File: config.mk
export PLATFORM = sky130hd
export DESIGN_NAME = codec_cfg_writer
export DESIGN_NICKNAME = d
export VERILOG_FILES = /design/src/rtl/cfgw_pkg.sv /design/src/rtl/cfgw_tick.sv /design/src/rtl/cfgw_sync.sv /design/src/rtl/cfgw_byte_sel.sv /design/src/rtl/codec_cfg_writer.sv
export SDC_FILE = /design/constraint.sdc
export NUM_CORES = 1
export LEC_CHECK = 0
export BUFFER_PORTS_ARGS = -buffer_cell sky130_fd_sc_hd__buf_2
export CORE_ASPECT_RATIO = 1.2
export CORE_MARGIN = 5
export CORE_UTILIZATION = 60
export CTS_BUF_LIST = sky130_fd_sc_hd__clkbuf_8
export DETAILED_ROUTE_END_ITERATION = 8
export GPL_TIMING_DRIVEN = 0
export PLACE_DENSITY = 0.89
export REMOVE_ABC_BUFFERS = 1
export SYNTH_ARGS = -nofsm -noshare
export SYNTH_HDL_FRONTEND = slang
export SYNTH_SLANG_ARGS = --single-unit
File: constraint.sdc
create_clock -name clk -period 2.2 [get_ports clk]
set_input_delay 0.44 -clock clk [delete_from_list [all_inputs] [get_ports clk]]
set_output_delay 0.44 -clock clk [all_outputs]
set_load 0.02 [all_outputs]
File: src/rtl/cfgw_pkg.sv
package cfgw_pkg;

    typedef enum logic [3:0] {
        ST_IDLE,
        ST_START_SETUP,
        ST_START_HOLD,
        ST_BIT_LOW_HOLD,
        ST_BIT_LOW_SET,
        ST_BIT_HIGH,
        ST_ACK_LOW_HOLD,
        ST_ACK_LOW_REL,
        ST_ACK_HIGH,
        ST_STOP_LOW_HOLD,
        ST_STOP_LOW_SET,
        ST_STOP_HIGH,
        ST_STOP_DONE
    } cfgw_state_e;

    localparam int unsigned CFGW_BYTES  = 3;
    localparam int unsigned CFGW_BITS   = 8;
    localparam int unsigned CFGW_PHASES = 3;

    // cycles per sub-phase, rounded up so SCL never exceeds the target rate
    function automatic int unsigned cfgw_tick_cycles(input int unsigned clk_hz,
                                                     input int unsigned scl_hz);
        return (clk_hz + CFGW_PHASES * scl_hz - 1) / (CFGW_PHASES * scl_hz);
    endfunction

endpackage

File: src/rtl/cfgw_tick.sv
module cfgw_tick #(
    parameter int unsigned TICK_CYCLES = 105
) (
    input  logic clk,
    input  logic rst_n,
    input  logic run,
    output logic tick
);
    localparam int unsigned CW = $clog2(TICK_CYCLES + 1);
    localparam logic [CW-1:0] LAST = CW'(TICK_CYCLES - 1);

    logic [CW-1:0] cnt_q;

    always_ff @(posedge clk or negedge rst_n) begin
        if (!rst_n) begin
            cnt_q <= '0;
        end else if (!run || cnt_q == LAST) begin
            cnt_q <= '0;
        end else begin
            cnt_q <= cnt_q + 1'b1;
        end
    end

    assign tick = run && (cnt_q == LAST);

endmodule

File: src/rtl/cfgw_sync.sv
module cfgw_sync #(
    parameter int unsigned STAGES = 2
) (
    input  logic clk,
    input  logic rst_n,
    input  logic d,
    output logic q
);
    logic [STAGES-1:0] pipe_q;

    generate
        if (STAGES == 1) begin : g_single
            always_ff @(posedge clk or negedge rst_n) begin
                if (!rst_n) pipe_q <= '1;
                else        pipe_q <= d;
            end
        end else begin : g_chain
            always_ff @(posedge clk or negedge rst_n) begin
                if (!rst_n) pipe_q <= '1;
                else        pipe_q <= {pipe_q[STAGES-2:0], d};
            end
        end
    endgenerate

    assign q = pipe_q[STAGES-1];

endmodule

File: src/rtl/cfgw_byte_sel.sv
module cfgw_byte_sel #(
    parameter int unsigned ADDR_W = 7,
    parameter int unsigned BYTE_W = 8,
    parameter int unsigned NBYTES = 3
) (
    input  logic [ADDR_W-1:0]         dev_addr,
    input  logic [BYTE_W-1:0]         reg_addr,
    input  logic [BYTE_W-1:0]         data,
    input  logic [$clog2(NBYTES)-1:0] byte_idx,
    input  logic [$clog2(BYTE_W)-1:0] bit_idx,
    output logic                      bit_o
);
    logic [BYTE_W-1:0] frame [NBYTES];

    // byte 0 carries the write flag (0) in its least significant bit
    assign frame[0] = {dev_addr, 1'b0};
    assign frame[1] = reg_addr;

    generate
        for (genvar k = 2; k < NBYTES; k++) begin : g_tail
            assign frame[k] = data;
        end
    endgenerate

    assign bit_o = frame[byte_idx][bit_idx];

endmodule

File: src/rtl/codec_cfg_writer.sv
module codec_cfg_writer
    import cfgw_pkg::*;
#(
    parameter int unsigned CLK_HZ = 125_000_000,
    parameter int unsigned SCL_HZ = 400_000
) (
    input  logic       clk,
    input  logic       rst_n,
    input  logic       start,
    input  logic [6:0] dev_addr,
    input  logic [7:0] reg_addr,
    input  logic [7:0] data,
    output logic       busy,
    output logic       done,
    output logic       ack_error,
    output logic       scl_drive_low,
    output logic       sda_drive_low,
    input  logic       sda_in
);
    localparam int unsigned TICK_CYCLES = cfgw_tick_cycles(CLK_HZ, SCL_HZ);
    localparam int unsigned BIT_W       = $clog2(CFGW_BITS);
    localparam int unsigned IDX_W       = $clog2(CFGW_BYTES);
    localparam logic [BIT_W-1:0] TOP_BIT   = BIT_W'(CFGW_BITS - 1);
    localparam logic [IDX_W-1:0] LAST_BYTE = IDX_W'(CFGW_BYTES - 1);

    cfgw_state_e state_q, state_d;

    logic [BIT_W-1:0] bit_q;
    logic [IDX_W-1:0] byte_q;
    logic [6:0]       dev_q;
    logic [7:0]       reg_q;
    logic [7:0]       dat_q;
    logic             ack_error_q;
    logic             done_q;
    logic             scl_low_q;
    logic             sda_low_q;
    logic             tick;
    logic             sda_sync;
    logic             cur_bit;
    logic             accept;
    logic             nack;

    assign busy   = (state_q != ST_IDLE);
    assign accept = (state_q == ST_IDLE) && start;
    assign nack   = sda_sync;

    cfgw_tick #(.TICK_CYCLES(TICK_CYCLES)) u_tick (
        .clk  (clk),
        .rst_n(rst_n),
        .run  (busy),
        .tick (tick)
    );

    cfgw_sync #(.STAGES(2)) u_sda_sync (
        .clk  (clk),
        .rst_n(rst_n),
        .d    (sda_in),
        .q    (sda_sync)
    );

    cfgw_byte_sel #(.ADDR_W(7), .BYTE_W(CFGW_BITS), .NBYTES(CFGW_BYTES)) u_byte_sel (
        .dev_addr(dev_q),
        .reg_addr(reg_q),
        .data    (dat_q),
        .byte_idx(byte_q),
        .bit_idx (bit_q),
        .bit_o   (cur_bit)
    );

    // next-state logic
    always_comb begin
        state_d = state_q;
        if (state_q == ST_IDLE) begin
            if (start) state_d = ST_START_SETUP;
        end else if (tick) begin
            unique case (state_q)
                ST_START_SETUP:   state_d = ST_START_HOLD;
                ST_START_HOLD:    state_d = ST_BIT_LOW_HOLD;
                ST_BIT_LOW_HOLD:  state_d = ST_BIT_LOW_SET;
                ST_BIT_LOW_SET:   state_d = ST_BIT_HIGH;
                ST_BIT_HIGH:      state_d = (bit_q == '0) ? ST_ACK_LOW_HOLD : ST_BIT_LOW_HOLD;
                ST_ACK_LOW_HOLD:  state_d = ST_ACK_LOW_REL;
                ST_ACK_LOW_REL:   state_d = ST_ACK_HIGH;
                ST_ACK_HIGH:      state_d = (nack || byte_q == LAST_BYTE) ? ST_STOP_LOW_HOLD
                                                                          : ST_BIT_LOW_HOLD;
                ST_STOP_LOW_HOLD: state_d = ST_STOP_LOW_SET;
                ST_STOP_LOW_SET:  state_d = ST_STOP_HIGH;
                ST_STOP_HIGH:     state_d = ST_STOP_DONE;
                ST_STOP_DONE:     state_d = ST_IDLE;
                default:          state_d = ST_IDLE;
            endcase
        end
    end

    // state register
    always_ff @(posedge clk or negedge rst_n) begin
        if (!rst_n) state_q <= ST_IDLE;
        else        state_q <= state_d;
    end

    // bit/byte sequencing, captured request, status
    always_ff @(posedge clk or negedge rst_n) begin
        if (!rst_n) begin
            bit_q       <= TOP_BIT;
            byte_q      <= '0;
            dev_q       <= '0;
            reg_q       <= '0;
            dat_q       <= '0;
            ack_error_q <= 1'b0;
            done_q      <= 1'b0;
        end else begin
            done_q <= 1'b0;
            if (accept) begin
                dev_q       <= dev_addr;
                reg_q       <= reg_addr;
                dat_q       <= data;
                ack_error_q <= 1'b0;
                bit_q       <= TOP_BIT;
                byte_q      <= '0;
            end else if (tick) begin
                unique case (state_q)
                    ST_BIT_HIGH: begin
                        if (bit_q != '0) bit_q <= bit_q - 1'b1;
                    end
                    ST_ACK_HIGH: begin
                        if (nack) begin
                            ack_error_q <= 1'b1;
                        end else if (byte_q != LAST_BYTE) begin
                            byte_q <= byte_q + 1'b1;
                            bit_q  <= TOP_BIT;
                        end
                    end
                    ST_STOP_DONE: done_q <= 1'b1;
                    default: ;
                endcase
            end
        end
    end

    // registered bus outputs, decoded from the state being entered
    always_ff @(posedge clk or negedge rst_n) begin
        if (!rst_n) begin
            scl_low_q <= 1'b0;
            sda_low_q <= 1'b0;
        end else begin
            unique case (state_d)
                ST_IDLE, ST_START_SETUP, ST_STOP_DONE: begin
                    scl_low_q <= 1'b0;
                    sda_low_q <= 1'b0;
                end
                ST_START_HOLD: begin
                    scl_low_q <= 1'b0;
                    sda_low_q <= 1'b1;
                end
                ST_BIT_LOW_HOLD, ST_ACK_LOW_HOLD, ST_STOP_LOW_HOLD: begin
                    scl_low_q <= 1'b1;
                end
                ST_BIT_LOW_SET: begin
                    scl_low_q <= 1'b1;
                    sda_low_q <= !cur_bit;
                end
                ST_ACK_LOW_REL: begin
                    scl_low_q <= 1'b1;
                    sda_low_q <= 1'b0;
                end
                ST_STOP_LOW_SET: begin
                    scl_low_q <= 1'b1;
                    sda_low_q <= 1'b1;
                end
                ST_BIT_HIGH, ST_ACK_HIGH, ST_STOP_HIGH: begin
                    scl_low_q <= 1'b0;
                end
                default: begin
                    scl_low_q <= 1'b0;
                    sda_low_q <= 1'b0;
                end
            endcase
        end
    end

    assign scl_drive_low = scl_low_q;
    assign sda_drive_low = sda_low_q;
    assign done          = done_q;
    assign ack_error     = ack_error_q;

    // ---------------- assertions ----------------
    p_idle_released_r1: assert property (@(posedge clk) disable iff (!rst_n)
        !busy |-> (!scl_drive_low && !sda_drive_low));

    p_sda_frozen_scl_high_r3: assert property (@(posedge clk) disable iff (!rst_n)
        (state_q inside {ST_BIT_HIGH, ST_ACK_HIGH, ST_STOP_HIGH}) |-> $stable(sda_drive_low));

    p_scl_low_on_data_set_r3: assert property (@(posedge clk) disable iff (!rst_n)
        (state_q == ST_BIT_LOW_SET) |-> scl_drive_low);

    p_ack_slot_released_r5: assert property (@(posedge clk) disable iff (!rst_n)
        (state_q == ST_ACK_HIGH) |-> !sda_drive_low);

    p_nack_to_stop_r6: assert property (@(posedge clk) disable iff (!rst_n)
        (state_q == ST_ACK_HIGH && tick && sda_sync) |=> (state_q == ST_STOP_LOW_HOLD && ack_error));

    p_done_when_idle_r7: assert property (@(posedge clk) disable iff (!rst_n)
        done |-> !busy);

    p_done_single_r7: assert property (@(posedge clk) disable iff (!rst_n)
        done |=> !done);

    p_start_ignored_busy_r8: assert property (@(posedge clk) disable iff (!rst_n)
        (busy && start) |=> ($stable(dev_q) && $stable(reg_q) && $stable(dat_q)));

    p_error_held_idle_r9: assert property (@(posedge clk) disable iff (!rst_n)
        (!busy && !start) |=> $stable(ack_error));

endmodule

Yosys cells after proc, flatten, opt, wreduce, memory -nomap -nowiden
Cells that the tools add are included.
{ "totals": {"latch_bits": 0, "regBits": 45, "memories": 0, "ram_bits": 0, "output_inout_bits": 5, "wordCells": 100, "rom_bits": 0, "inputBits": 27} }
{ "classes": {"n_bitwise": 1, "n_div": 0, "eq_ne": 29, "order_cmp": 2, "n_reduce_logical": 21, "n_addsub": 3, "n_shift": 0, "n_mux": 32, "multipliers": 0} }
{ "ops": {"columns": ["operator", "count"], "rows": [
  ["case mux 4 bit (11 select lines)", 1],
  ["== test 4 bit (second input constant)", 9],
  ["== test 4 x 3 -> 1 bit (second input constant)", 8],
  ["two-way mux 3 bit", 6],
  ["binary-select mux 8 bit (select 2 bit)", 1],
  ["== test 4 x 2 -> 1 bit (second input constant)", 4],
  ["two-way mux 4 bit", 4],
  ["two-way mux 8 bit", 2],
  ["OR reduction 6 bit", 2],
  ["two-way mux 2 bit", 5],
  ["two-way mux 1 bit", 9],
  ["!= test 3 bit (second input constant)", 3],
  ["nonzero test 2 bit", 4],
  ["adder 7 x 1 -> 7 bit (second input constant)", 1],
  ["== test 7 bit (second input constant)", 1],
  ["two-way mux 7 bit", 1],
  ["case mux 3 bit (2 select lines)", 1],
  ["nonzero test 3 bit", 2],
  ["AND reduction 5 bit", 1],
  ["== test 4 x 1 -> 1 bit (second input constant)", 1],
  ["zero test 4 bit", 1],
  ["< comparator 3 x 4 -> 1 bit (second input constant)", 1],
  ["!= test 2 bit (second input constant)", 2],
  ["AND reduction 4 bit", 1],
  ["other kinds (14)", 17]
]} }

Depth between registers and ports, before layout
Gate-level depths: netlist of run 1.
{ "logic_depth": {"word_depth": 9, "ltp_mapped": 9, "mapped_depth_nobuf": 8} }

By module
A second synthesis of run 1 with hierarchy kept.
{ "hier_totals": {"hier_cells": 256, "area_unflattened_um2": 2416.1} }
{ "by_module_without_submodules": {"columns": ["module", "seq_area_each_um2", "cells_per_inst", "n_inst", "area_each_um2"], "rows": [
  ["codec_cfg_writer", 904.6, 192, 1, 1769.2],
  ["cfgw_tick", 175.2, 35, 1, 335.3],
  ["cfgw_byte_sel", 0.0, 27, 1, 259.0],
  ["cfgw_sync", 52.6, 2, 1, 52.6]
]} }

Worst setup path after synthesis of run 1
OpenSTA, ideal clock, no wires.
{ "synth_path": {"kind": "register to register", "start": "reg bit_q[0]", "end": "reg bit_q[0]", "required_ns": 2.115, "path_slack_ns": 0.236, "setup_ns": 0.085, "path_stages_with_launch": 10, "arrival_ns": 1.880, "path_buffers": 1, "period_less_slack_ns": 1.964, "cell_sequence": "dfstp_2 buf_6 inv_1 ha_1 nor2b_1 a32oi_1 o21ai_1 a21oi_2 o21ai_2 mux2_1"} }
{ "synth_via": {"elab_chain_len": 5, "word_cells_on_any_way": 8, "classes_between": "add/sub (1); eq/ne (1); mux (4); reduce/logical (2)"} }
{ "synth_rtl": {"columns": ["item", "line", "rtl"], "rows": [
  ["from (decl)", "codec_cfg_writer.sv:28", "logic [BIT_W-1:0] bit_q;"],
  ["from (signal assigned)", "codec_cfg_writer.sv:123", "if (bit_q != '0) bit_q <= bit_q - 1'b1;"],
  ["subtractor 3 x 1 -> 3 bit", "codec_cfg_writer.sv:123", null],
  ["two-way mux 3 bit", "codec_cfg_writer.sv:123", null],
  ["case mux 3 bit (2 select lines)", "codec_cfg_writer.sv:121", "unique case (state_q)"],
  ["two-way mux 3 bit", "codec_cfg_writer.sv:120", "end else if (tick) begin"],
  ["two-way mux 3 bit", "codec_cfg_writer.sv:113", "if (accept) begin"]
]} }
Parallel ways exist; a longest one is shown, timed or not. The select of a mux whose other input is x is not followed.
A chain may end at the register's enable or synchronous reset.

Worst setup path after layout of run 1
{ "layout_path": {"start": "reg bit_q[1]", "end": "reg sda_low_q (netlist: sda_drive_low)"} }
{ "layout_via": {"elab_chain_len": 8, "word_cells_on_any_way": 20, "classes_between": "eq/ne (9); mux (7); reduce/logical (4)"} }
{ "layout_rtl": {"columns": ["item", "line", "rtl"], "rows": [
  ["zero test 3 bit", "codec_cfg_writer.sv:81", "ST_BIT_HIGH: state_d = (bit_q == '0) ? ST_ACK_LOW_HOLD : ST_BIT_LOW_HOLD;"],
  ["two-way mux 3 bit", "codec_cfg_writer.sv:81", null],
  ["case mux 4 bit (11 select lines)", "codec_cfg_writer.sv:76", "unique case (state_q)"],
  ["two-way mux 4 bit", "codec_cfg_writer.sv:75", "end else if (tick) begin"],
  ["two-way mux 4 bit", "codec_cfg_writer.sv:73", "if (state_q == ST_IDLE) begin"],
  ["== test 4 x 2 -> 1 bit, or another cell as far along", "codec_cfg_writer.sv:146", "unique case (state_d)"],
  ["OR reduction 6 bit (no line) / OR reduction 2 bit (equally long branches)", null, null],
  ["case mux 1 bit (3 select lines)", "codec_cfg_writer.sv:146", null],
  ["to (signal assigned)", "codec_cfg_writer.sv:160", "sda_low_q <= !cur_bit;"],
  ["to (decl)", "codec_cfg_writer.sv:36", "logic sda_low_q;"]
]} }
Parallel ways exist; a longest one is shown, timed or not. The select of a mux whose other input is x is not followed.

==> summary.md, run 1 <==
| Metric | Value |
|---|---|
| Peak clock frequency supported by timing | 0.485 GHz |
| Initial drt markers | 101 |
| Combinational family with the most area after synthesis | multiplexers |
| Min Hold Slack | 0.240 ns |
| Post-route cell area | 2700 um^2 |
| Number of iterations in the first detailed-routing pass | 4 |
| Slowest-stage cell, CP | sky130_fd_sc_hd__dfstp_2 |
| CTS tree | done |
| Clock Tree Root | sky130_fd_sc_hd__clkbuf_8 |
| Antenna diodes | 0 |
| Remaining max-slew budget at the tightest pin | 0.364 |
| Count of flip-flops with a built-in enable after synthesis | 0 |
| Endpoint class of the critical path | flip-flop |
| Critical path buffers and inverters | 1 |
| Final ANT Viol Nets | 0 |
| Top flip-flop cell by instance count after synthesis | sky130_fd_sc_hd__dfrtp_1 |
| Post-Syn Instances | 204 |
| Cell depth of the worst setup path | 8 |
| Gr ovfl total | 0 |
| Setup Skew | 0.00365 ns |
| Multiplexer share of the synthesized area | 0.172 |
| Endpoints failing hold | 0 |
| Area share of the leading cell type in the synthesized netlist | 0.410 |
| Final GP Congestion | 0.876 |
| Crit share post-route | 0.937 |
| Growth of design area from synthesis to finish | 10.5% |
| Dpl hpwl | 3280 um |
| Clock sinks | 45 |
| Number of buffer cells added on primary ports | 31 |
| Final Setup Violations | 0 |
| Count of cell types in the netlist | 61 |
| Total power of the final layout | 0.00228 W |
| Instance area after placement | 2570 um^2 |
| Worst hold path stage count | 1 |
| Final Max Tran Viols | 0 |
| Area share of and/or/nand/nor cells after synthesis | 0.157 |
| Routed wirelength normalized by instance count | 15.0 um |
| Nets | 269 |
| Slew at the pin closest to its max-slew limit | 0.954 ns |
| Area of the mapped netlist | 2440 um^2 |
| Maximum resistive drop on vdd | 0.600 mV |
| Post-synthesis cell type with the largest combined area | sky130_fd_sc_hd__dfrtp_1 |
| Type of the worst setup path | reg -> reg |
| Via count | 1650 |
| Maximum clock insertion buffer count | 2 |
| Post-synthesis adder-cell area fraction | 0.0256 |
| Number of cell rows | 25 |
| Number of clock buffers inserted by TritonCTS | 5 |
| Total Die Area | 5450 um^2 |
| Setup TNS Final | 0 ns |
| Largest cells by area after synthesis | sky130_fd_sc_hd__dfrtp_1, sky130_fd_sc_hd__mux2_1, sky130_fd_sc_hd__dfstp_2 |
| Share of post-route cells with drive strength above 1 | 0.311 |
| Die width | 68.2 um |
| Async S/R FF share, synth | 1.00 |
| Crit path DAT | 2.24 ns |
| # hold bufs at CTS | 0 |
| Worst min-delay path category | in -> reg |
| Number of H-tree levels | 2 |
| IO Pins | 32 |
| Overall track demand over capacity in global routing | 0.187 |
| DRC violation count after routing | 0 |
| Crit-path cells | inv_1 -> ha_1 -> or3b_1 -> a21oi_1 -> a211oi_2 -> and3b_1 -> o211ai_1 -> nand3_1 |
| Filler Cells Inserted | 303 |
| Post-Route WL | 4380 um |
| Sequential area share after synthesis | 0.464 |
| Area of the core | 3940 um^2 |
| Max-Cap Viols | 0 |
| Cells on worst reg2reg path | 8 |
| Util after Layout | 0.685 |
| Power per cell area | 844 nW/um^2 |
| Via count of the first global-routing pass | 1684 |
| Mean instance size in the synthesized netlist | 12.0 um^2 |
| Synthesis-stage register bit count | 45 |
| Height of the die | 79.9 um |
| Xor-xnor portion of the synthesized cell area | 0.0251 |
| First-pass GRT wire length | 7670 um |
| Kind of cell adding the most delay to the critical path | flip-flops |
| Most common cell in the synthesized netlist | sky130_fd_sc_hd__dfrtp_1 |
| Worst stage delay on the critical path | 0.60 ns |
| Number of vias per cell after detailed routing | 5.65 |
| Data required, critical path | 2.38 ns |
| Static leakage power | 1.24 nW |
| Yosys warning total | 0 |
| RSZ-0062 raised after global routing | true |
| Initial antenna violation count | 0 |
| Compound-gate portion of the synthesized area | 0.104 |
| Period minus WS final | 2.06 ns |
| Clock-pin slew on the worst setup and hold paths | 0.08 ns |
| Clock insertion delay at the later pin of the skew report | 0.29 ns |
| Status | completed |
| Largest net degree at the start of global routing | 46 |
| Starting density of the core | 0.620 |
| Category of the worst setup path launch point | flip-flop |
| Ranking of synthesized cells by instance count | sky130_fd_sc_hd__dfrtp_1, sky130_fd_sc_hd__mux2_1, sky130_fd_sc_hd__nor2_1 |
| CP max FO | 6 |
==> per-stage QoR <==
step                      setup WS [ns]  cells
after floorplan                  0.0947    195
after global placement           -0.278    280
after detailed placement         -0.295    280
after CTS                       0.00351    288
after global routing           -0.00422    292
final                             0.138    292
==> logic make-up (layout without fill, tap and decap cells) <==
logic type / after synthesis / after routing
multiplexers: 33 / 33
buffers and inverters: 19 / 53
flip-flops: 45 / 45
adder cells (fa/ha/maj): 5 / 5
AND/OR/NAND/NOR: 63 / 63
AO/OA/AOI/OAI: 32 / 32
XOR/XNOR: 7 / 7
==> layout by cell type, fill, tap and decap left out, types with 3 or more instances in the layout <==
| master | synthesis | final |
|---|---|---|
| sky130_fd_sc_hd__a21oi_1 | 5 | 5 |
| sky130_fd_sc_hd__and3_1 | 3 | 3 |
| sky130_fd_sc_hd__buf_2 | 1 | 31 |
| sky130_fd_sc_hd__buf_4 | 1 | 4 |
| sky130_fd_sc_hd__clkbuf_8 | 0 | 5 |
| sky130_fd_sc_hd__dfrtp_1 | 40 | 40 |
| sky130_fd_sc_hd__dfstp_2 | 5 | 5 |
| sky130_fd_sc_hd__ha_1 | 5 | 5 |
| sky130_fd_sc_hd__inv_1 | 10 | 10 |
| sky130_fd_sc_hd__mux2_1 | 20 | 20 |
| sky130_fd_sc_hd__mux2_2 | 6 | 6 |
| sky130_fd_sc_hd__mux2i_1 | 3 | 3 |
| sky130_fd_sc_hd__nand2_1 | 10 | 10 |
| sky130_fd_sc_hd__nand2b_1 | 3 | 3 |
| sky130_fd_sc_hd__nand3_1 | 3 | 3 |
| sky130_fd_sc_hd__nor2_1 | 12 | 12 |
| sky130_fd_sc_hd__nor4_1 | 4 | 3 |
| sky130_fd_sc_hd__o211ai_1 | 3 | 3 |
| sky130_fd_sc_hd__o21ai_0 | 4 | 4 |
| sky130_fd_sc_hd__o21ai_1 | 3 | 3 |
| sky130_fd_sc_hd__xnor2_1 | 4 | 4 |
| sky130_fd_sc_hd__xor2_1 | 3 | 3 |
==> where the power goes <==
| group | total (W) | leakage (nW) | switching, W | internal, W |
|---|---|---|---|---|
| Combinational | 0.000579 | 0.646 | 0.000245 | 0.000334 |
| Sequential | 0.00121 | 0.547 | 0.000152 | 0.00105 |
| Clock | 0.000494 | 0.0439 | 0.000275 | 0.000219 |
==> final timing paths <==
path	from	end	slack (ns)
worst max-delay path	bit_q[1]	sda_drive_low	0.14
worst min-delay path	sda_in	u_sda_sync.pipe_q[0]	0.24
worst max register to register	bit_q[1]	sda_drive_low	0.14
worst min register to register	u_sda_sync.pipe_q[0]	u_sda_sync.pipe_q[1]	0.35
max in group asynchronous	rst_n	ack_error	1.32
min in group asynchronous	rst_n	done	0.29
==> sequential cells by signal, indices dropped and copies added (netlist names) <==
name / count
reg_q: 8
u_sda_sync.pipe_q: 2
sda_drive_low: 1
byte_q: 2
done: 1
bit_q: 3
dev_q: 7
u_tick.cnt_q: 7
dat_q: 8
state_q: 4
ack_error: 1
scl_drive_low: 1
==> final cells by class <==
type / instances / area [um^2] / area share
Inverter: 10 / 37.5 / 0.0139
Timing Repair Buffer: 35 / 185 / 0.0686
Sequential cell: 45 / 1130 / 0.420
Clock inverter: 3 / 17.5 / 0.00649
Tap cell: 54 / 67.6 / 0.0250
Multi-Input combinational cell: 140 / 1190 / 0.441
Clock buffer: 5 / 68.8 / 0.0255
==> layer usage <==
metal	share of wire	global-route usage	vias up
li1	-	-	807
met1	0.43	0.233	806
met2	0.52	0.315	31
met3	0.037	0.0380	6
met4	0.013	0.0656	0
met5	0	0	-
==> what timing repair did <==
action	4_1_cts	5_1_grt
gates resized for setup	1	2
buffers inserted	0	4
pin swaps	0	1
endpoints found under the setup margin	25	28
Note: power is estimated with default switching activity, not from simulation.
==> run 2: changes to the inputs <==
--- a/config.mk
+++ b/config.mk
@@ -7,12 +7,11 @@
 export LEC_CHECK = 0
 export BUFFER_PORTS_ARGS = -buffer_cell sky130_fd_sc_hd__buf_2
 export CORE_ASPECT_RATIO = 1.2
-export CORE_MARGIN = 5
 export CORE_UTILIZATION = 60
 export CTS_BUF_LIST = sky130_fd_sc_hd__clkbuf_8
 export DETAILED_ROUTE_END_ITERATION = 8
 export GPL_TIMING_DRIVEN = 0
-export PLACE_DENSITY = 0.89
+export PLACE_DENSITY = 0.82
 export REMOVE_ABC_BUFFERS = 1
 export SYNTH_ARGS = -nofsm -noshare
 export SYNTH_HDL_FRONTEND = slang
==> summary.md, run 2 (synthesis results as in run 1) <==
| Metric | Value |
|---|---|
| Share of post-route cells with drive strength above 1 | 0.300 (-0.0113) |
| Largest net degree at the start of global routing | 46 (unchanged) |
| Number of cell rows | 25 (unchanged) |
| Endpoint class of the critical path | flip-flop |
| Die width | 60.2 um (-12%) |
| Final Setup Violations | 0 (unchanged) |
| Type of the worst setup path | reg -> reg |
| Gr ovfl total | 0 (unchanged) |
| Height of the die | 71.9 um (-10%) |
| Final Max Tran Viols | 0 (unchanged) |
| Total Die Area | 4330 um^2 (-21%) |
| Data required, critical path | 2.42 ns (+0.04 ns) |
| Crit share post-route | 0.928 (-0.00903) |
| # hold bufs at CTS | 0 (unchanged) |
| Number of vias per cell after detailed routing | 5.74 (+1.6%) |
| Worst setup margin | 0.157 ns (+0.0199 ns) |
| Flop-to-flop setup slack | 0.16 ns (+0.02 ns) |
| CP max FO | 6 (unchanged) |
| Internal power consumption | 0.00161 W (+0.21%) |
| Status | completed |
| Number of iterations in the first detailed-routing pass | 4 (unchanged) |
| Util after Layout | 0.688 (+0.00292) |
| Registers with the most flip-flops | dat_q x8, reg_q x8 |
| Antenna diodes | 0 (unchanged) |
| Maximum clock insertion buffer count | 2 (unchanged) |
| RSZ-0062 raised after global routing | true |
| Clock-pin slew on the worst setup and hold paths | 0.08 ns (about the same) |
| Power dissipated by switching net loads | 0.000662 W (-1.3%) |
| Dpl hpwl | 3180 um (-3.3%) |
| DRC violation count after routing | 0 (unchanged) |
| First-pass GRT wire length | 7400 um (-3.5%) |
| Final GP Congestion | 0.753 (-14%) |
| Initial drt markers | 68 (-33%) |
| Endpoints failing hold | 0 (unchanged) |
| Max-Cap Viols | 0 (unchanged) |
| Via count of the first global-routing pass | 1740 (+3.3%) |
| Number of H-tree levels | 2 (unchanged) |
| Growth of design area from synthesis to finish | 10.1% |
| Final ANT Viol Nets | 0 (unchanged) |
| Clock sinks | 45 (unchanged) |
| Number of buffer cells added on primary ports | 31 (unchanged) |
| Power per cell area | 846 nW/um^2 (+0.12%) |
| Maximum resistive drop on vdd | 0.615 mV (+2.5%) |
| IO Pins | 32 (unchanged) |
| Category of the worst setup path launch point | flip-flop |
| Clock share of power | 0.212 (-0.005) |
| Register share of total power | 0.530 (about the same) |
| Nets | 268 (-0.37%) |
| Peak clock frequency supported by timing | 0.490 GHz (+0.97%) |
| Combinational group share of total power | 0.258 (+0.004) |
| Worst min-delay path category | in -> reg |
| Commonest non-fill, non-tap cell in the layout | sky130_fd_sc_hd__dfrtp_1 |
| Overall track demand over capacity in global routing | 0.231 (+0.0438) |
| Routed wirelength normalized by instance count | 14.9 um (-0.85%) |
| Starting density of the core | 0.625 (+0.00496) |
| Initial antenna violation count | 0 (unchanged) |
| Number of clock buffers inserted by TritonCTS | 5 (unchanged) |
| Period minus WS final | 2.04 ns (-0.0199 ns) |
| CTS tree | done |
| Min Hold Slack | 0.241 ns (+0.00141 ns) |
| Via count | 1671 (+1.3%) |
| Minimum setup slack after placement | -0.391 ns (-0.0957 ns) |
| Area of the core | 3910 um^2 (-0.79%) |
| Post-Route WL | 4330 um (-1.2%) |
| Crit path DAT | 2.26 ns (+0.02 ns) |
| Clock insertion delay at the later pin of the skew report | 0.29 ns (about the same) |
| Remaining max-slew budget at the tightest pin | 0.354 (-0.0101) |
| Clock Tree Root | sky130_fd_sc_hd__clkbuf_8 |
| Fraction of power spent switching nets | 0.291 (-0.00325) |
| Slew at the pin closest to its max-slew limit | 0.969 ns (+0.0152 ns) |
| Setup Skew | 0.00676 ns (+0.00311 ns) |
| Static leakage power | 1.24 nW (about the same) |
| Most used cells in the layout excluding fill and tap cells | sky130_fd_sc_hd__dfrtp_1, sky130_fd_sc_hd__buf_2, sky130_fd_sc_hd__mux2_1, sky130_fd_sc_hd__inv_1, sky130_fd_sc_hd__nor2_1 |
run 2: cell count changes in the layout (fill, tap and decap cells not counted):
cell,before,now
sky130_fd_sc_hd__buf_4,4,3
sky130_fd_sc_hd__clkinv_2,2,0
sky130_fd_sc_hd__inv_1,10,12
run 2: repair_timing:
action	in CTS	in global routing
hold endpoints to repair	0	0
setup buffers	0	3
endpoints found under the setup margin	25	5
resized for setup	2	1
gates cloned	0	0
run 2: final cells by class:
class,instances,area [um^2]
Fill cell,311,1220
Sequential cell,45,1130
Clock buffer,5,68.8
Clock inverter,3,15.0
Timing Repair Buffer,34,178
Tap cell,54,67.6
Inverter,10,37.5
Multi-Input combinational cell,140,1190
run 2: worst paths after layout:
path                       cells after the start                  from                   end
setup / recovery                               8              bit_q[1]              bit_q[1]
hold / removal                                 1                sda_in  u_sda_sync.pipe_q[0]
setup reg to reg                               8              bit_q[1]              bit_q[1]
hold reg to reg                                0  u_sda_sync.pipe_q[0]  u_sda_sync.pipe_q[1]
max in group asynchronous                      1                 rst_n              reg_q[3]
min in group asynchronous                      1                 rst_n       u_tick.cnt_q[5]
run 2: through the flow:
step | instance area (um^2) | instances | power, W | setup TNS, ns
after global routing | 2690 | 291 | 0.00242 | -0.0105
after CTS | 2660 | 288 | 0.00228 | 0
after floorplan | 2350 | 195 | 0.00161 | 0
after detailed placement | 2570 | 280 | 0.00179 | -8.44
final | 2690 | 291 | 0.00227 | 0
after global placement | 2570 | 280 | 0.00175 | -7.70
run 2: critical path, cell delays in order, from the launching register on:
cell                      delay (ns)
sky130_fd_sc_hd__dfstp_2        0.60
sky130_fd_sc_hd__inv_1          0.10
sky130_fd_sc_hd__ha_1           0.19
sky130_fd_sc_hd__nor2b_1        0.15
sky130_fd_sc_hd__a32oi_1        0.19
sky130_fd_sc_hd__o21ai_1        0.12
sky130_fd_sc_hd__a21oi_2        0.21
sky130_fd_sc_hd__o21ai_2        0.09
sky130_fd_sc_hd__mux2_1         0.32
run 2: routing by layer:
layer / part of all wire / global-route usage
met1: 0.41 / 0.259
met4: 0.012 / 0.0956
met2: 0.54 / 0.405
met3: 0.038 / 0.0588
met5: 0 / 0
run 2: power groups by stage:
| stage | Combinational, W | Sequential, W | Clock (W) |
|---|---|---|---|
| 2_1_floorplan | 0.000431 | 0.00118 | 0 |
| 3_3_place_gp | 0.000523 | 0.00123 | 0 |
| 3_5_place_dp | 0.000549 | 0.00124 | 0 |
| 4_1_cts | 0.000554 | 0.00122 | 0.000502 |
| 5_1_grt | 0.000649 | 0.00124 | 0.000529 |
| 6_report | 0.000586 | 0.00120 | 0.000483 |
==> run 3: changes to the inputs <==
--- a/config.mk
+++ b/config.mk
@@ -5,13 +5,13 @@
 export SDC_FILE = /design/constraint.sdc
 export NUM_CORES = 1
 export LEC_CHECK = 0
-export BUFFER_PORTS_ARGS = -buffer_cell sky130_fd_sc_hd__buf_2
 export CORE_ASPECT_RATIO = 1.2
-export CORE_UTILIZATION = 60
+export CORE_UTILIZATION = 63
 export CTS_BUF_LIST = sky130_fd_sc_hd__clkbuf_8
 export DETAILED_ROUTE_END_ITERATION = 8
+export DONT_BUFFER_PORTS = 1
 export GPL_TIMING_DRIVEN = 0
-export PLACE_DENSITY = 0.82
+export PLACE_DENSITY = 0.91
 export REMOVE_ABC_BUFFERS = 1
 export SYNTH_ARGS = -nofsm -noshare
 export SYNTH_HDL_FRONTEND = slang
==> summary.md, run 3 (synthesis results as in run 1) <==
| Metric | Value |
|---|---|
| Endpoints failing hold | 0 (unchanged) |
| Via count of the first global-routing pass | 1624 (-6.7%) |
| Commonest non-fill, non-tap cell in the layout | sky130_fd_sc_hd__dfrtp_1 |
| First-pass GRT wire length | 7200 um (-2.8%) |
| Largest net degree at the start of global routing | 46 (unchanged) |
| Gr ovfl total | 0 (unchanged) |
| Total power of the final layout | 0.00226 W (-0.69%) |
| Power per cell area | 880 nW/um^2 (+4.1%) |
| Category of the worst setup path launch point | flip-flop |
| Critical hold path startpoint | sda_in |
| Type of the worst setup path | reg -> reg |
| DRC violation count after routing | 0 (unchanged) |
| Final std cells w/o fill | 259 (-11%) |
| Dpl hpwl | 2870 um (-9.6%) |
| Total Die Area | 4130 um^2 (-4.6%) |
| Area of the core | 3660 um^2 (-6.3%) |
| Number of buffer cells added on primary ports | 0 (-100%) |
| RR Startpoint | bit_q[1] |
| Share of post-route cells with drive strength above 1 | 0.198 (-0.102) |
| Clock-pin slew on the worst setup and hold paths | 0.08 ns (about the same) |
| Starting density of the core | 0.667 (+0.0420) |
| Growth of design area from synthesis to finish | 5.02% |
| Remaining max-slew budget at the tightest pin | 0.614 (+0.260) |
| Registers with the most flip-flops | dat_q x8, reg_q x8 |
| Endpoint class of the critical path | flip-flop |
| Status | completed |
| Crit path DAT | 2.31 ns (+0.05 ns) |
| Period minus WS final | 2.08 ns (+0.0385 ns) |
| Most used cells in the layout excluding fill and tap cells | sky130_fd_sc_hd__dfrtp_1, sky130_fd_sc_hd__mux2_1, sky130_fd_sc_hd__nor2_1, sky130_fd_sc_hd__inv_1, sky130_fd_sc_hd__nand2_1 |
| Maximum clock insertion buffer count | 2 (unchanged) |
| Overall track demand over capacity in global routing | 0.233 (+0.00219) |
| Routed wirelength normalized by instance count | 16.3 um (+9.5%) |
| Worst min-delay path category | in -> reg |
| Peak clock frequency supported by timing | 0.481 GHz (-1.9%) |
| Clock insertion delay at the later pin of the skew report | 0.30 ns (about the same) |
| Final ANT Viol Nets | 0 (unchanged) |
| Launching element of the worst setup path | bit_q[1] |
| Minimum setup slack after placement | -0.251 ns (+0.140 ns) |
| Final GP Congestion | 0.802 (+6.6%) |
| Clock Tree Root | sky130_fd_sc_hd__clkbuf_8 |
| Post-Route WL | 4220 um (-2.6%) |
| Instance area after placement | 2420 um^2 (-6.1%) |
| Placed insts | 247 (-12%) |
| Post-route cell area | 2560 um^2 (-4.6%) |
| CP max FO | 6 (unchanged) |
| Via count | 1600 (-4.2%) |
| Final Setup Violations | 0 (unchanged) |
| Nets | 238 (-11%) |
| Number of cell rows | 24 (-4.0%) |
| Die width | 58.8 um (-2.3%) |
| Maximum resistive drop on vdd | 0.663 mV (+7.8%) |
| Number of clock buffers inserted by TritonCTS | 5 (unchanged) |
| CTS tree | done |
| Slew at the pin closest to its max-slew limit | 0.573 ns (-0.397 ns) |
| Crit share post-route | 0.946 (+0.0175) |
| Antenna diodes | 0 (unchanged) |
| Initial drt markers | 42 (-38%) |
| IO Pins | 32 (unchanged) |
| Setup Skew | 0.00801 ns (+0.00125 ns) |
| Number of iterations in the first detailed-routing pass | 4 (unchanged) |
| Util after Layout | 0.700 (+0.0125) |
| Number of H-tree levels | 2 (unchanged) |
| Final Max Tran Viols | 0 (unchanged) |
| RSZ-0062 raised after global routing | false |
| Max-Cap Viols | 0 (unchanged) |
| Initial antenna violation count | 0 (unchanged) |
| Worst setup margin | 0.119 ns (-0.0385 ns) |
| Filler Cells Inserted | 267 (-14%) |
| Number of vias per cell after detailed routing | 6.18 (+7.6%) |
| Data required, critical path | 2.43 ns (about the same) |
| Clock sinks | 45 (unchanged) |
| Height of the die | 70.2 um (-2.3%) |
| Static leakage power | 1.12 nW (-9.7%) |
run 3: cell types whose count changed in the layout (fill, tap and decap cells not counted), sizes merged:
cell,previous run,this run
dlygate4sd3,0,1
buf,34,3
inv,12,11
clkinvlp,1,2
run 3: critical path, stage by stage (launching register included):
cell,delay [ns]
sky130_fd_sc_hd__dfstp_2,0.60
sky130_fd_sc_hd__inv_1,0.09
sky130_fd_sc_hd__ha_1,0.19
sky130_fd_sc_hd__nor2b_1,0.15
sky130_fd_sc_hd__a32oi_1,0.21
sky130_fd_sc_hd__o21ai_1,0.12
sky130_fd_sc_hd__a21oi_2,0.21
sky130_fd_sc_hd__o21ai_2,0.10
sky130_fd_sc_hd__mux2_1,0.33
run 3: path summary, 6_finish.rpt:
check / slack (ns) / depth (start not counted) / endpoint
setup / recovery: 0.12 / 8 / bit_q[0]
hold / removal: 0.13 / 0 / u_sda_sync.pipe_q[0]
setup reg to reg: 0.12 / 8 / bit_q[0]
hold reg to reg: 0.36 / 0 / u_sda_sync.pipe_q[1]
max in group asynchronous: 1.28 / 2 / bit_q[0]
min in group asynchronous: 0.65 / 2 / u_tick.cnt_q[4]
run 3: power breakdown:
| group | leakage [nW] | internal, W | total (W) | switching (W) |
|---|---|---|---|---|
| Combinational | 0.527 | 0.000318 | 0.000562 | 0.000244 |
| Sequential | 0.547 | 0.00105 | 0.00119 | 0.000139 |
| Clock | 0.0416 | 0.000219 | 0.000504 | 0.000284 |
run 3: through the flow:
stage	setup TNS [ns]	hold slack, ns
2_1_floorplan	0	0.144
3_5_place_dp	-5.24	0.145
3_3_place_gp	-4.37	0.145
4_1_cts	0	0.127
6_report	0	0.133
5_1_grt	0	0.116
run 3: metal layers:
metal,vias to the layer above,part of all wire,track usage
met4,0,0.022,0.0952
met1,804,0.39,0.274
met5,-,0,0
met2,48,0.54,0.400
met3,9,0.049,0.0537
li1,739,-,-
run 3: final cells by class:
type | count | area [um^2] | area share
sequential | 45 | 1130 | 0.441
clock inverter | 3 | 18.8 | 0.00732
multi-input combinational | 140 | 1190 | 0.464
timing repair buffer | 4 | 52.6 | 0.0205
clock buffer | 5 | 68.8 | 0.0268
inverter | 10 | 37.5 | 0.0146
tap | 52 | 65.1 | 0.0254
run 3: repair_timing:
action                     in CTS  in global routing
hold buffers                    2                  0
hold endpoints to repair       45                  0
gates cloned                    0                  0
gates resized for setup         1                  2
pin swaps                       0                  2
setup buffers                   1                  1
setup endpoints to repair      26                 26
